**src/rtl/ddr_bank_ctr.sv**
```systemverilog
module ddr_bank_ctr #(
  parameter int TW    = 5,
  parameter int ROW_W = 16
) (
  input  logic             clk,
  input  logic             rst_n,
  input  logic             act_i,
  input  logic             pre_i,
  input  logic [ROW_W-1:0] row_i,
  input  logic [TW-1:0]    ras_ld,
  input  logic [TW-1:0]    rc_ld,
  input  logic [TW-1:0]    rcd_ld,
  input  logic [TW-1:0]    rp_ld,
  output logic             open_o,
  output logic [ROW_W-1:0] row_o,
  output logic [TW-1:0]    ras_o,
  output logic [TW-1:0]    rc_o,
  output logic [TW-1:0]    rcd_o,
  output logic [TW-1:0]    rp_o
);
  logic          open_q, open_d;
  logic [TW-1:0] ras_q, ras_d, rc_q, rc_d, rcd_q, rcd_d, rp_q, rp_d;
  logic [ROW_W-1:0] row_q;

  function automatic logic [TW-1:0] tick(input logic [TW-1:0] v);
    return (v == '0) ? '0 : v - 1'b1;
  endfunction

  always_comb begin
    open_d = open_q;
    ras_d  = tick(ras_q);
    rc_d   = tick(rc_q);
    rcd_d  = tick(rcd_q);
    rp_d   = tick(rp_q);
    if (act_i) begin
      open_d = 1'b1;
      ras_d  = ras_ld;
      rc_d   = rc_ld;
      rcd_d  = rcd_ld;
    end else if (pre_i && open_q) begin
      open_d = 1'b0;
      rp_d   = rp_ld;
    end
  end

  always_ff @(posedge clk or negedge rst_n) begin
    if (!rst_n) begin
      open_q <= 1'b0;
      ras_q  <= '0;
      rc_q   <= '0;
      rcd_q  <= '0;
      rp_q   <= '0;
    end else begin
      open_q <= open_d;
      ras_q  <= ras_d;
      rc_q   <= rc_d;
      rcd_q  <= rcd_d;
      rp_q   <= rp_d;
    end
  end

  always_ff @(posedge clk or negedge rst_n) begin
    if (!rst_n)     row_q <= '0;
    else if (act_i) row_q <= row_i;
  end

  assign open_o = open_q;
  assign row_o  = row_q;
  assign ras_o  = ras_q;
  assign rc_o   = rc_q;
  assign rcd_o  = rcd_q;
  assign rp_o   = rp_q;
endmodule

```
**config.mk**
```make
export PLATFORM = sky130hd
export DESIGN_NAME = ddr_bank_ctr
export DESIGN_NICKNAME = d
export VERILOG_FILES = /design/src/rtl/ddr_bank_ctr.sv
export SDC_FILE = /design/constraint.sdc
export NUM_CORES = 1
export LEC_CHECK = 0
export CORE_MARGIN = 2
export CORE_UTILIZATION = 35
export DETAILED_ROUTE_END_ITERATION = 16
export PLACE_DENSITY = 0.67
export SETUP_SLACK_MARGIN = 0.5
export SYNTH_ARGS = -nofsm -noshare
export SYNTH_HDL_FRONTEND = slang
export SYNTH_SLANG_ARGS = --single-unit
```
**constraint.sdc**
```tcl
create_clock -name clk -period 1.8 [get_ports clk]
set_input_delay 0.36 -clock clk [delete_from_list [all_inputs] [get_ports clk]]
set_output_delay 0.36 -clock clk [all_outputs]
set_load 0.05 [all_outputs]
```
* Word level (Yosys, flattened, before mapping)
Cells that the tools add are included.
** Word-level totals
- Bits in registers :: 37
- Bits of input ports :: 40
- Output and inout bits :: 37
- Word-level logic and storage cells :: 27
** Cells by class
- $add $sub $neg :: 4
- Muxes and demuxes :: 11
- Reduce and logical (&&, ||, !) cells :: 6
** Operator list (number)
- 5-bit 2-to-1 mux :: 9
- 5-bit zero test :: 4
- 5-bit by 1-bit subtractor with 5-bit output (second input constant) :: 4
- 1-bit 2-to-1 mux :: 2
- 2-bit nonzero test :: 1
- 1-bit logical AND :: 1

* Logic depth before layout (Yosys ltp)
- Word-level depth :: 4
- Mapped depth :: 5
- Gate-level depth less buffers :: 5

* Worst setup path after synthesis
Ideal clock, no wire load.
- Kind :: reg2reg
- Start point :: register rcd_q[0] (netlist: rcd_o[0])
- End point :: register rcd_q[0] (netlist: rcd_o[0])
- Data arrival time :: 1.531 ns
- Data required time :: 1.653 ns
- Slack :: 0.122 ns
- Stages on the path, launching flop included :: 6
- Buffers on the path :: 0
- Clock period less this slack :: 1.678 ns
- Path through :: dfrtp_1 inv_1 ha_1 or3b_2 o21ai_2 o21ai_0
** On the way
- Word-level cells in the longest chain between the ends :: 3
- Elaborated cells on any way between the ends :: 4
- Classes of those cells :: 1 x add/sub; 2 x mux; 1 x reduce/logical
** Ends and longest elaborated chain
- from (decl) :: line 22 : logic [TW-1:0] ras_q, ras_d, rc_q, rc_d, rcd_q, rcd_d, rp_q, rp_d;
- from (signal assigned) :: line 57 : rcd_q <= rcd_d;
- 5-bit by 1-bit subtractor with 5-bit output or 5-bit zero test (tied branches) :: line 26 : return (v == '0) ? '0 : v - 1'b1;
- 5-bit 2-to-1 mux * :: line 26
- 5-bit 2-to-1 mux * :: line 35 : if (act_i) begin
- net rcd_d[0] :: line 22
Mark *: on every way through the listed nets, which the timed path passes. The rest lies on a longest branch.
A chain may end at the register's enable or synchronous reset.

* Worst setup path after layout
- Start point :: register rcd_q[0] (netlist: rcd_o[0])
- End point :: register rcd_q[2] (netlist: rcd_o[2])
Same word-level chain as after synthesis.

==> results by group <==
STA
  • Period minus WS final: 1.41 ns
  • Final TNS setup: 0 ns
  • RSZ-0062 raised after global routing: true
  • Max Fclk: 708 MHz
  • Clk_skew: 0.00358 ns
  • Rel. slew slack: 60.2%
  • Final setup viols: 0
  • Hold Slack: between 0.07 and 0.08 ns
  • Post-route worst setup slack: 0.388 ns
  • Least-Margin Pin Slew: between 0.5 and 0.6 ns
  • Max Slew Vio Count: 0
  • Fin crit share: 78.4%
  • Final hold vios: 0

Worst setup path
  • Worst-path fanout max: 4
  • Top delay family on crit path: flip-flops
  • CP bufs+invs: 1
  • Worst setup SP type: register
  • Setup CP Type: register to register
  • Worst path cell trace: inv_2 > ha_4 > or3b_4 > o21ai_4 > o21ai_1
  • CP arrival: about 1.6 ns
  • Max incr delay on CP: 0.43 ns
  • CP max-delay cell: dfrtp_2
  • Required @ worst endpoint: 1.97 ns
  • Worst setup EP type: register

Power
  • Comb pwr share: 44.2%
  • Leakage power: 1.18 nW
  • Internal Power: 2.09 mW
  • Peak supply drop: 0.000601 V
  • Sequential share of power: between 30% and 40%
  • Clock group share of total power: 21.8%
  • Sw Pwr: 1.31 mW
  • Switch share: 38.6%
  • Pwr Density: 1240 nW/um^2

Routing
  • Avg WL per Cell: 14.0 microns
  • Initial DRC count: 28
  • Post-route ant nets: 0
  • DR vias: between 1000 and 1500
  • DRT Pass-1 Iters: 4
  • Final wirelength: 3.97 mm
  • Drt drc: 0
  • DR vias/cell: 4.81

Finish
  • Footprint of the multi-input gates: 721 sq um
  • Filler cell count: 353
  • Area grow syn2layout: 70.4%
  • Share of cells above drive strength 1: between 50% and 60%
  • ANT cells: 0
  • Post-route non-filler standard cell count: 283
  • Register Area: 946 sq um
  • Final Core Density: 62.5%
  • Nets@finish: 274

Floorplanning
  • Starting Density: 36.7%
  • Standard-cell rows: 24
  • Die area: 5150 sq um
  • Core area: 4380 sq um
  • DIE HEIGHT: 71.8 microns
  • # IOs: between 70 and 80
  • Die Width: 71.8 microns

Yosys
  • Sequential fraction of the synthesis area: 57.6%
  • Library cells used by synthesis: 19
  • Netlist area before placement: 1610 sq um
  • Cell taking the most area after synthesis: dfrtp_1
  • Yosys top cell area share: 57.6%
  • Syn Area/Cell: 11.6 sq um
  • Yosys reg bits: 37
  • YS warnings: 0
  • Mapped Nets: 183
  • Top cells by area, synth: dfrtp_1 (58%), mux2_2 (11%), o21ai_0 (5.9%)
  • Gate Count Post-Synth: around 140

Clock network
  • CTS tree: yes
  • H-tree Lvls: 2
  • Worst-path clk slew: 0.08 ns
  • Clock Sinks: 37
  • CTS Hold Buffers Added: 0
  • CTS Buffer Depth: 2
  • Clock Latency Late Sink: 0.28 ns
  • CTS Buf Count: 5
  • Clk root buf: clkbuf_8

Placement
  • Port bufs: 76
  • HPWL Detailed: 2.95 mm
  • RD Place Congestion: 0.794
  • Post-Place Setup Slack: 0.132 ns
  • Cells after DPL: 266

Global route
  • Antenna violations before repair: 0
  • First-pass GRT wire length: 6.52 mm
  • Overall Global Routing Usage: 16.3%
  • Largest net degree at the start of global routing: 27
  • Global route overflow: 0
  • Vias in the first global route: 1457

Job
  • Max-cap violations: 0

Min path
  • Min-delay worst type: primary input to asynchronous set/reset pin

Outcome
  • Outcome: finished, final reports clean
==> flip-flops by register name, indices dropped and copies added (netlist names) <==
| name | count |
|---|---|
| open_o | 1 |
| ras_o | 5 |
| rc_o | 5 |
| rcd_o | 5 |
| row_o | 16 |
| rp_o | 5 |
==> path summary, 6_finish.rpt <==
check	start	endpoint	slack, ns	depth (start not counted)
max in group asynchronous	rst_n	rp_o[3]	1.11	2
setup reg to reg	rcd_o[0]	rcd_o[2]	0.39	5
min in group clk	row_o[3]	row_o[3]	0.51	1
hold reg to reg	row_o[3]	row_o[3]	0.51	1
hold / removal	rst_n	row_o[9]	0.08	1
setup / recovery	rcd_o[0]	rcd_o[2]	0.39	5
==> cells in the mapped netlist <==
master and instances:
and3b_1 1, buf_2 2, buf_4 1, buf_6 1, clkbuf_1 1, dfrtp_1 37, ha_1 4, inv_1 11
mux2_2 16, nand2_1 21, nand2b_1 2, nor3_1 4, nor4b_1 1, o21ai_0 19, o21ai_2 5, o31ai_1 3
or2_4 1, or3b_2 1, xnor2_1 8
==> power by group through the flow <==
stage	logic [mW]	registers (mW)	clock network, mW
6_report	1.50	1.16	0.742
5_1_grt	1.60	1.17	0.802
4_1_cts	1.43	1.15	0.765
3_5_place_dp	1.38	1.16	0
3_3_place_gp	1.36	1.16	0
2_1_floorplan	0.444	1.65	0
==> worst reg2reg max path, cell delays in order (launching register included) <==
cell,delay (ns)
dfrtp_2,0.43
inv_2,0.07
ha_4,0.12
or3b_4,0.39
o21ai_4,0.21
o21ai_1,0.09
==> cell usage in the layout (no fill, tap or decap), drive strengths merged, types with 2 or more instances in the layout <==
cell type / count
clkinvlp: 2
ha: 4
clkdlybuf4s50: 37
buf: 50
nand2: 21
o21ai: 24
clkbuf: 6
nand2b: 2
inv: 10
o31ai: 3
nor3: 4
mux2: 16
xnor2: 8
dfrtp: 37
==> routing by layer <==
metal	routed length (microns)	vias up	track usage [%]
li1	-	646	-
met3	368	9	6.19
met4	76	0	7.76
met2	1940	63	26.1
met5	0	-	0
met1	1580	642	19.3
==> cells by family after synthesis <==
kind of cell	synth area share, %
DFF	57.6
adders and majority gates	3.11
xor gates and xnor gates	4.36
muxes	11.2
AOI/OAI and AO/OA	10.0
and+or+nand+nor	9.11
buffers and inverters	4.59
==> what timing repair did <==
item | CTS | global route
endpoints found under the hold margin | 0 | 0
cloned | 1 | 0
setup endpoints to repair | 19 | 23
resized for setup | 8 | 14
setup buffers | 3 | 5
pin swaps | 6 | 5
==> metrics by stage <==
step	power [mW]	instance area, sq um
detailed placement	2.54	2460
global placement	2.52	2460
finish	3.40	2740
floorplan	2.10	1720
CTS	3.34	2660
global route	3.58	2740
==> area by class of cell <==
| type | instances | area share (%) |
|---|---|---|
| inverter | 11 | 1.64 |
| multi-input combinational | 86 | 26.3 |
| sequential | 37 | 34.5 |
| clock inverter | 2 | 1.37 |
| timing repair buffer | 89 | 30.7 |
| clock buffer | 6 | 3.02 |
| tap | 52 | 2.38 |
No activity file was read; power rests on OpenSTA's default activity.
